File: src/rtl/mem_enum_pkg.sv
package mem_enum_pkg;

  typedef enum logic [2:0] {
    ST_IDLE, ST_SIGWR, ST_RDREQ, ST_RDWAIT,
    ST_JUDGE, ST_ZERO, ST_FILL, ST_DONE
  } enumState_t;

  // strobes from control to datapath
  typedef struct packed {
    logic clearCount;
    logic pageToTop;
    logic pageDec;
    logic pageInc;
    logic qwToTop;
    logic qwToZero;
    logic qwDec;
    logic capErr;
    logic countInc;
    logic fillLoad;
    logic fillInc;
    logic selSig;
    logic selVacant;
  } dpCtrl_t;

  localparam int          QuadW     = 64;
  localparam logic [15:0] SigWord1  = 16'h00D6;
  localparam logic [15:0] SigWord2  = 16'hB800;
  localparam logic [15:0] SigWord3  = 16'h0000;
  localparam logic [15:0] VacantEnc = 16'h6000;
  localparam int          MissLimit = 4;

endpackage

File: src/rtl/mem_enum_popcnt.sv
module mem_enum_popcnt #(
  parameter int Width  = 64,
  parameter int CapVal = 4,
  parameter int OutW   = 3
) (
  input  logic [Width-1:0] vecIn,
  output logic [OutW-1:0]  cntOut
);
  localparam int SumW = $clog2(Width + 1);

  logic [SumW-1:0] sum;

  always_comb begin
    sum = '0;
    for (int i = 0; i < Width; i++) begin
      sum = sum + SumW'(vecIn[i]);
    end
    if (sum >= SumW'(CapVal)) cntOut = OutW'(CapVal);
    else                      cntOut = OutW'(sum);
  end
endmodule

File: src/rtl/mem_enum_ctrl.sv
module mem_enum_ctrl
  import mem_enum_pkg::*;
(
  input  logic    clk,
  input  logic    rstN,
  input  logic    start,
  input  logic    pageAtTop,
  input  logic    pageAtZero,
  input  logic    qwAtZero,
  input  logic    pageExists,
  input  logic    tableFull,
  input  logic    fillAtEnd,
  output dpCtrl_t dpCtrl,
  output logic    memWrite,
  output logic    memRead,
  output logic    ptWrite,
  output logic    done
);
  enumState_t st, nxt;
  enumState_t advState;
  logic advInc, advFill;

  always_ff @(posedge clk) begin
    if (!rstN) st <= ST_IDLE;
    else       st <= nxt;
  end

  // where to go once the current page is finished
  always_comb begin
    advState = ST_RDREQ;
    advInc   = 1'b0;
    advFill  = 1'b0;
    if (pageAtTop) begin
      if (tableFull) advState = ST_DONE;
      else begin
        advState = ST_FILL;
        advFill  = 1'b1;
      end
    end else begin
      advInc = 1'b1;
    end
  end

  always_comb begin
    nxt      = st;
    dpCtrl   = '0;
    memWrite = 1'b0;
    memRead  = 1'b0;
    ptWrite  = 1'b0;
    unique case (st)
      ST_IDLE, ST_DONE: begin
        if (start) begin
          nxt               = ST_SIGWR;
          dpCtrl.pageToTop  = 1'b1;
          dpCtrl.qwToZero   = 1'b1;
          dpCtrl.clearCount = 1'b1;
        end
      end
      ST_SIGWR: begin
        memWrite      = 1'b1;
        dpCtrl.selSig = 1'b1;
        if (pageAtZero) nxt = ST_RDREQ;
        else            dpCtrl.pageDec = 1'b1;
      end
      ST_RDREQ: begin
        memRead = 1'b1;
        nxt     = ST_RDWAIT;
      end
      ST_RDWAIT: begin
        dpCtrl.capErr = 1'b1;
        nxt           = ST_JUDGE;
      end
      ST_JUDGE: begin
        if (pageExists) begin
          ptWrite         = 1'b1;
          dpCtrl.countInc = 1'b1;
          dpCtrl.qwToTop  = 1'b1;
          nxt             = ST_ZERO;
        end else begin
          nxt             = advState;
          dpCtrl.pageInc  = advInc;
          dpCtrl.fillLoad = advFill;
        end
      end
      ST_ZERO: begin
        memWrite = 1'b1;
        if (qwAtZero) begin
          nxt             = advState;
          dpCtrl.pageInc  = advInc;
          dpCtrl.fillLoad = advFill;
        end else begin
          dpCtrl.qwDec = 1'b1;
        end
      end
      ST_FILL: begin
        ptWrite          = 1'b1;
        dpCtrl.selVacant = 1'b1;
        if (fillAtEnd) nxt = ST_DONE;
        else           dpCtrl.fillInc = 1'b1;
      end
      default: nxt = ST_IDLE;
    endcase
  end

  assign done = (st == ST_DONE);
endmodule

File: src/rtl/mem_enum_dp.sv
module mem_enum_dp
  import mem_enum_pkg::*;
#(
  parameter int PageBits = 12,
  parameter int QwBits   = 6
) (
  input  logic                       clk,
  input  logic                       rstN,
  input  dpCtrl_t                    dpCtrl,
  input  logic [QuadW-1:0]           memRdata,
  output logic [PageBits+QwBits-1:0] memAddr,
  output logic [QuadW-1:0]           memWdata,
  output logic [PageBits-1:0]        ptSlot,
  output logic [15:0]                ptData,
  output logic [PageBits:0]          pageCount,
  output logic                       pageAtTop,
  output logic                       pageAtZero,
  output logic                       qwAtZero,
  output logic                       pageExists,
  output logic                       tableFull,
  output logic                       fillAtEnd
);
  localparam int CntW = 3;

  logic [PageBits-1:0] pageReg;
  logic [QwBits-1:0]   qwReg;
  logic [PageBits:0]   countReg;
  logic [PageBits-1:0] fillReg;
  logic [CntW-1:0]     errCnt;
  logic [CntW-1:0]     errNow;
  logic [QuadW-1:0]    sigExp;

  assign sigExp = {SigWord3, SigWord2, SigWord1, 16'(pageReg)};

  mem_enum_popcnt #(.Width(QuadW), .CapVal(MissLimit), .OutW(CntW)) u_pop (
    .vecIn  (memRdata ^ sigExp),
    .cntOut (errNow)
  );

  always_ff @(posedge clk) begin
    if (!rstN) begin
      pageReg  <= '0;
      qwReg    <= '0;
      countReg <= '0;
      fillReg  <= '0;
      errCnt   <= '0;
    end else begin
      if (dpCtrl.pageToTop)    pageReg <= '1;
      else if (dpCtrl.pageDec) pageReg <= pageReg - 1'b1;
      else if (dpCtrl.pageInc) pageReg <= pageReg + 1'b1;

      if (dpCtrl.qwToTop)       qwReg <= '1;
      else if (dpCtrl.qwToZero) qwReg <= '0;
      else if (dpCtrl.qwDec)    qwReg <= qwReg - 1'b1;

      if (dpCtrl.clearCount)    countReg <= '0;
      else if (dpCtrl.countInc) countReg <= countReg + 1'b1;

      if (dpCtrl.fillLoad)     fillReg <= countReg[PageBits-1:0];
      else if (dpCtrl.fillInc) fillReg <= fillReg + 1'b1;

      if (dpCtrl.capErr) errCnt <= errNow;
    end
  end

  assign memAddr    = {pageReg, qwReg};
  assign memWdata   = dpCtrl.selSig ? sigExp : '0;
  assign ptSlot     = dpCtrl.selVacant ? fillReg : countReg[PageBits-1:0];
  assign ptData     = dpCtrl.selVacant ? VacantEnc : 16'(pageReg);
  assign pageCount  = countReg;
  assign pageAtTop  = &pageReg;
  assign pageAtZero = (pageReg == '0);
  assign qwAtZero   = (qwReg == '0);
  assign pageExists = (errCnt < CntW'(MissLimit));
  assign tableFull  = countReg[PageBits];
  assign fillAtEnd  = &fillReg;
endmodule

File: src/rtl/mem_enum.sv
module mem_enum
  import mem_enum_pkg::*;
#(
  parameter int PageBits  = 12,
  parameter int PageWords = 256,
  localparam int QwBits   = $clog2(PageWords / 4),
  localparam int AddrW    = PageBits + QwBits
) (
  input  logic                clk,
  input  logic                rstN,
  input  logic                start,
  output logic                memWrite,
  output logic                memRead,
  output logic [AddrW-1:0]    memAddr,
  output logic [63:0]         memWdata,
  input  logic [63:0]         memRdata,
  output logic                ptWrite,
  output logic [PageBits-1:0] ptSlot,
  output logic [15:0]         ptData,
  output logic                done,
  output logic [PageBits:0]   pageCount
);
  dpCtrl_t dpCtrl;
  logic pageAtTop, pageAtZero, qwAtZero, pageExists, tableFull, fillAtEnd;

  mem_enum_ctrl u_ctrl (
    .clk        (clk),
    .rstN       (rstN),
    .start      (start),
    .pageAtTop  (pageAtTop),
    .pageAtZero (pageAtZero),
    .qwAtZero   (qwAtZero),
    .pageExists (pageExists),
    .tableFull  (tableFull),
    .fillAtEnd  (fillAtEnd),
    .dpCtrl     (dpCtrl),
    .memWrite   (memWrite),
    .memRead    (memRead),
    .ptWrite    (ptWrite),
    .done       (done)
  );

  mem_enum_dp #(.PageBits(PageBits), .QwBits(QwBits)) u_dp (
    .clk        (clk),
    .rstN       (rstN),
    .dpCtrl     (dpCtrl),
    .memRdata   (memRdata),
    .memAddr    (memAddr),
    .memWdata   (memWdata),
    .ptSlot     (ptSlot),
    .ptData     (ptData),
    .pageCount  (pageCount),
    .pageAtTop  (pageAtTop),
    .pageAtZero (pageAtZero),
    .qwAtZero   (qwAtZero),
    .pageExists (pageExists),
    .tableFull  (tableFull),
    .fillAtEnd  (fillAtEnd)
  );
endmodule

File: config.mk
export PLATFORM = sky130hd
export DESIGN_NAME = mem_enum
export DESIGN_NICKNAME = d
export VERILOG_FILES = /design/src/rtl/mem_enum_pkg.sv /design/src/rtl/mem_enum_popcnt.sv /design/src/rtl/mem_enum_ctrl.sv /design/src/rtl/mem_enum_dp.sv /design/src/rtl/mem_enum.sv
export SDC_FILE = /design/constraint.sdc
export NUM_CORES = 1
export LEC_CHECK = 0
export ABC_AREA = 1
export BUFFER_PORTS_ARGS = -buffer_cell sky130_fd_sc_hd__buf_2
export CELL_PAD_IN_SITES_DETAIL_PLACEMENT = 0
export CELL_PAD_IN_SITES_GLOBAL_PLACEMENT = 1
export CORE_UTILIZATION = 36
export DETAILED_ROUTE_END_ITERATION = 8
export PLACE_DENSITY_LB_ADDON = 0.1
export SYNTH_ARGS = -nofsm -noshare
export SYNTH_HDL_FRONTEND = slang
export SYNTH_HIERARCHICAL = 1
export SYNTH_SLANG_ARGS = --single-unit
File: constraint.sdc
create_clock -name clk -period 7.8 [get_ports clk]
set_input_delay 0.39 -clock clk [delete_from_list [all_inputs] [get_ports clk]]
set_output_delay 0.39 -clock clk [all_outputs]
set_load 0.05 [all_outputs]
======== After elaboration in Yosys (flattened, before gate mapping) ========
Index checks and enable logic that the tools add are counted.
Widths: inputs -> output; s select.
word-level totals
  register bits ........................... 49
  bits of input ports ..................... 67
  output and inout bits ................... 127
operators by class
  add/sub/neg operators ................... 68
  order comparisons ....................... 2
  eq/ne operators ......................... 11
  multiplexer cells ....................... 47
  bitwise operators ....................... 2
  reduce and logical (&&, ||, !) cells .... 12
operators with widths
  operator               count
  $add 7x1->7            57
  $mux 12                6
  $xor 64x48->64         1
  $mux 48                1
  $add 12x1->12 const B  2
  $reduce_and 12->1      2
  $mux 1                 23
  $mux 3                 7
  $pmux 3 s7             1
  $mux 6                 3
  $mux 15                1
  $add 13x1->13 const B  1
  $eq 3x3->1 const B     4
  $logic_not 12->1       1
  $sub 12x1->12 const B  1
  $ne 2x2->1 const B     4
  $add 6x1->7            1
  $ge 7x3->1 const B     1
  $add 5x1->6            1
  $eq 3x2->1 const B     2
  $logic_not 6->1        1
  $pmux 1 s2             3
  $reduce_bool 3->1      2
  $reduce_or 2->1        3
  12 further kinds       13

======== Depth between registers and ports, before layout ========
  depth after elaboration ................. 66
  mapped depth ............................ 23
  depth with buffers taken out ............ 23

======== By module ========
Netlist, hierarchy kept.
by module, submodules not included
  module           times used  cells each  area each (sq um)  seq. area each (sq um)
  mem_enum_dp      1           562         3647.2             880.8
  mem_enum_popcnt  1           173         1686.6             0.0
  mem_enum_ctrl    1           68          380.4              60.1

======== Worst setup path after synthesis ========
OpenSTA, ideal clock, no wires.
  kind .................................... reg-to-reg
  from .................................... reg u_dp.pageReg[2]
  to ...................................... reg u_dp.errCnt[2]
  library setup time ...................... 0.128 ns
  data arrival time ....................... 6.105 ns
  required time ........................... 7.672 ns
  setup slack ............................. 1.568 ns
  stages on the path, launching flop included .. 20
  buffers on the path ..................... 0
  period minus slack after synthesis ...... 6.232 ns
  cell sequence ........................... dfxtp_1 -> xor2_1 -> inv_1 -> fa_1 -> fa_1 -> fa_1 -> fa_1 -> fa_1 -> fa_1 -> fa_1 -> fa_1 -> inv_1 -> fa_1 -> fa_1 -> inv_1 -> nor2_1 -> nor2_1 -> nand3_2 -> a21oi_1 -> nor2_1
on the way
  cells in the longest elaborated chain, start to end .. 65
ends and longest elaborated chain
  item                            line                   text
  from (decl)                     mem_enum_dp.sv:25      logic [PageBits-1:0] pageReg;
  from (signal assigned)          mem_enum_dp.sv:49      else if (dpCtrl.pageDec) pageReg <= pageReg - 1'b1;
  from (signal assigned)          mem_enum_dp.sv:50      else if (dpCtrl.pageInc) pageReg <= pageReg + 1'b1;
  $xor 64x48->64 (*)              mem_enum_dp.sv:36      .vecIn (memRdata ^ sigExp),
  $add 2x1->3 (*)                 mem_enum_popcnt.sv:16  sum = sum + SumW'(vecIn[i]);
  $add 3x1->4 (*)                 mem_enum_popcnt.sv:16
  $add 4x1->5 (*)                 mem_enum_popcnt.sv:16
  $add 5x1->6 (*)                 mem_enum_popcnt.sv:16
  $add 6x1->7 (*)                 mem_enum_popcnt.sv:16
  $add 7x1->7 (*) (57 in series)  mem_enum_popcnt.sv:16
  $ge 7x3->1                      mem_enum_popcnt.sv:18  if (sum >= SumW'(CapVal)) cntOut = OutW'(CapVal);
  $mux 3 (*)                      mem_enum_popcnt.sv:18
  via u_dp.errNow[2]              mem_enum_dp.sv:30      logic [CntW-1:0] errNow;
  to (signal assigned)            mem_enum_dp.sv:62      if (dpCtrl.capErr) errCnt <= errNow;
  to (decl)                       mem_enum_dp.sv:29      logic [CntW-1:0] errCnt;
The timed path passes the listed nets; every way through them passes the cells marked *.
A chain may end at the register's enable or synchronous reset.

======== Final worst setup path ========
  from .................................... reg u_dp.pageReg[5]
  to ...................................... reg u_dp.errCnt[2]
on the way
  cells in the longest elaborated chain, start to end .. 62
ends and longest elaborated chain
  item                            line
  $xor 64x48->64 (*)              mem_enum_dp.sv:36
  $add 5x1->6 (*)                 mem_enum_popcnt.sv:16
  $add 6x1->7 (*)                 mem_enum_popcnt.sv:16
  $add 7x1->7 (*) (57 in series)  mem_enum_popcnt.sv:16
  $ge 7x3->1                      mem_enum_popcnt.sv:18
  $mux 3 (*)                      mem_enum_popcnt.sv:18
  via u_dp.errNow[2]              mem_enum_dp.sv:30
Marks and branches as above.

==> flow_summary.toml <==
[clocking]
cts_sinks = 47
h-tree-depth = 2
clk_latency_ns = 0.30
cts_made_buffers = 5
cts.repair.resized = 0
clock_path_buffers = 2
hold_buffers = 0
path_clk_slew_ns = 0.07
cts_root_buf = "clkbuf_16"
cts_tree = "done"
cts_setup_buffers = 0

[setup_path]
r2r_slack_ns = 1.68
critPathMaxFanout = 7
endpoint_kind = "flop"
critPathLaunchType = "flop"
cp.required_ns = 7.98
crit_type = "reg -> reg"
cp.arrival_ns = 6.30

[yosys]
synth_area_um2 = 5700
avgSynthCellArea_um2 = 7.13
synthCells = 799
yosysWarnings = 6

[sta]
drv_slew = 0
rsz0062_at_grt = "false"
tightest_slew_ns = 1.13
fin_setup_tns_ns = 0
slew_headroom = 0.245
layout_min_cycle_time_ns = 6.12
max_freq_mhz = 163
skew_ns = 0.00870
hold_viol_final = 0
finalCritPeriodShare = 0.785
finalSetupViolCount = 0
layout_setup_ws_ns = 1.68

[place]
globalplace.congestion = 0.874
hpwlAfterDp_mm = 12.0
placed_cells = 1132
place_ws_ns = 1.63
portBuffers = 148

[final_layout]
mostFrequentLayoutCells = "inv_1 (203), buf_2 (148), nand2_1 (124), fa_1 (55), nor2_1 (54)"
drive_gt1_frac = 0.202
multi_input_area_um2 = 3650
fin_cells = 1140
seq_area_um2 = 941
antennaDiodeCount = 0
area_growth_pct = 14.5
layout_commonest_cell = "inv_1"
fin_nets = 1080
fill_cells = 1626

[drt]
route.detailed.wl_per_inst_um = 12.6
ant_nets = 0
via_count = 5079
routed_wirelength_mm = 14.4
drc = 0
drt_iter0_markers = 204
vias_per_cell = 4.46
firstDrtPassIters = 4

[global_route]
grt_pass1_wl_mm = 23.8
grt_pass1_vias = 5006
antenna_found_initial = 1
gr-total-overflow = 0
grt_usage = 0.182
grt_max_degree = 38

[worst_hold_path]
hold_class = "in -> reg"

[run_status]
status = "complete, no violations"

[floorplan]
ios = 194
fp.dieW_um = 128
start_util = 0.372
coreArea_um2 = 15300
rows = 45
die-height_um = 128
dieArea_um2 = 16300

[flow_run]
max_cap_violations = 0
==> worst max-delay path, cell delays in order (launching register included) <==
cell and delay, ns:
dfxtp_1 0.45, xor2_1 0.20, inv_1 0.07, fa_1 0.47
fa_1 0.58, fa_1 0.45, fa_1 0.55, fa_1 0.45
fa_1 0.55, fa_1 0.43, fa_1 0.48, inv_1 0.05
fa_1 0.41, fa_1 0.40, inv_1 0.07, nor2_1 0.04
nor2_1 0.13, nand3_2 0.07, a21oi_1 0.12, nor2_1 0.05
==> final cells by class <==
| class | count | share of cell area |
|---|---|---|
| multi-input combinational | 517 | 0.559 |
| clock buffer | 5 | 0.0192 |
| timing repair buffer | 148 | 0.114 |
| clock inverter | 3 | 0.00345 |
| inverter | 209 | 0.120 |
| sequential | 47 | 0.144 |
| tap | 211 | 0.0405 |
==> path summary, 6_finish.rpt <==
check                                        from           endpoint  cells past startpoint
worst max-delay path              u_dp/pageReg[5]     u_dp/errCnt[2]                     19
worst min register to register  u_dp/pageCount[0]  u_dp/pageCount[0]                      2
worst max register to register    u_dp/pageReg[5]     u_dp/errCnt[2]                     19
worst min-delay path                         rstN      u_dp/qwReg[0]                      3
==> through the flow <==
step / instance area (um^2) / hold WS [ns] / utilization
after global placement: 6380 / 0.527 / 0.416
after detailed placement: 6380 / 0.534 / 0.416
after floorplan: 5860 / 0.487 / -
final: 6520 / 0.543 / 0.426
after global routing: 6520 / 0.576 / 0.426
after CTS: 6520 / 0.545 / 0.426
==> registers in the layout, indices dropped and copies added, names as in the netlist <==
signal,flops
u_dp/pageCount,13
u_dp/fillReg,12
u_dp/qwReg,6
u_dp/pageReg,12
u_ctrl/st,3
u_dp/errCnt,1
==> layer usage <==
metal	share of wire	vias to the layer above	GRT usage
li1	-	2573	-
met1	0.45	2339	0.233
met2	0.48	149	0.319
met3	0.054	16	0.0267
met4	0.017	2	0.0505
met5	0.00090	-	0
Power is left out: the tool's default activity adds up to more than one toggle a clock period on the data nets, which glitch-free logic cannot reach.
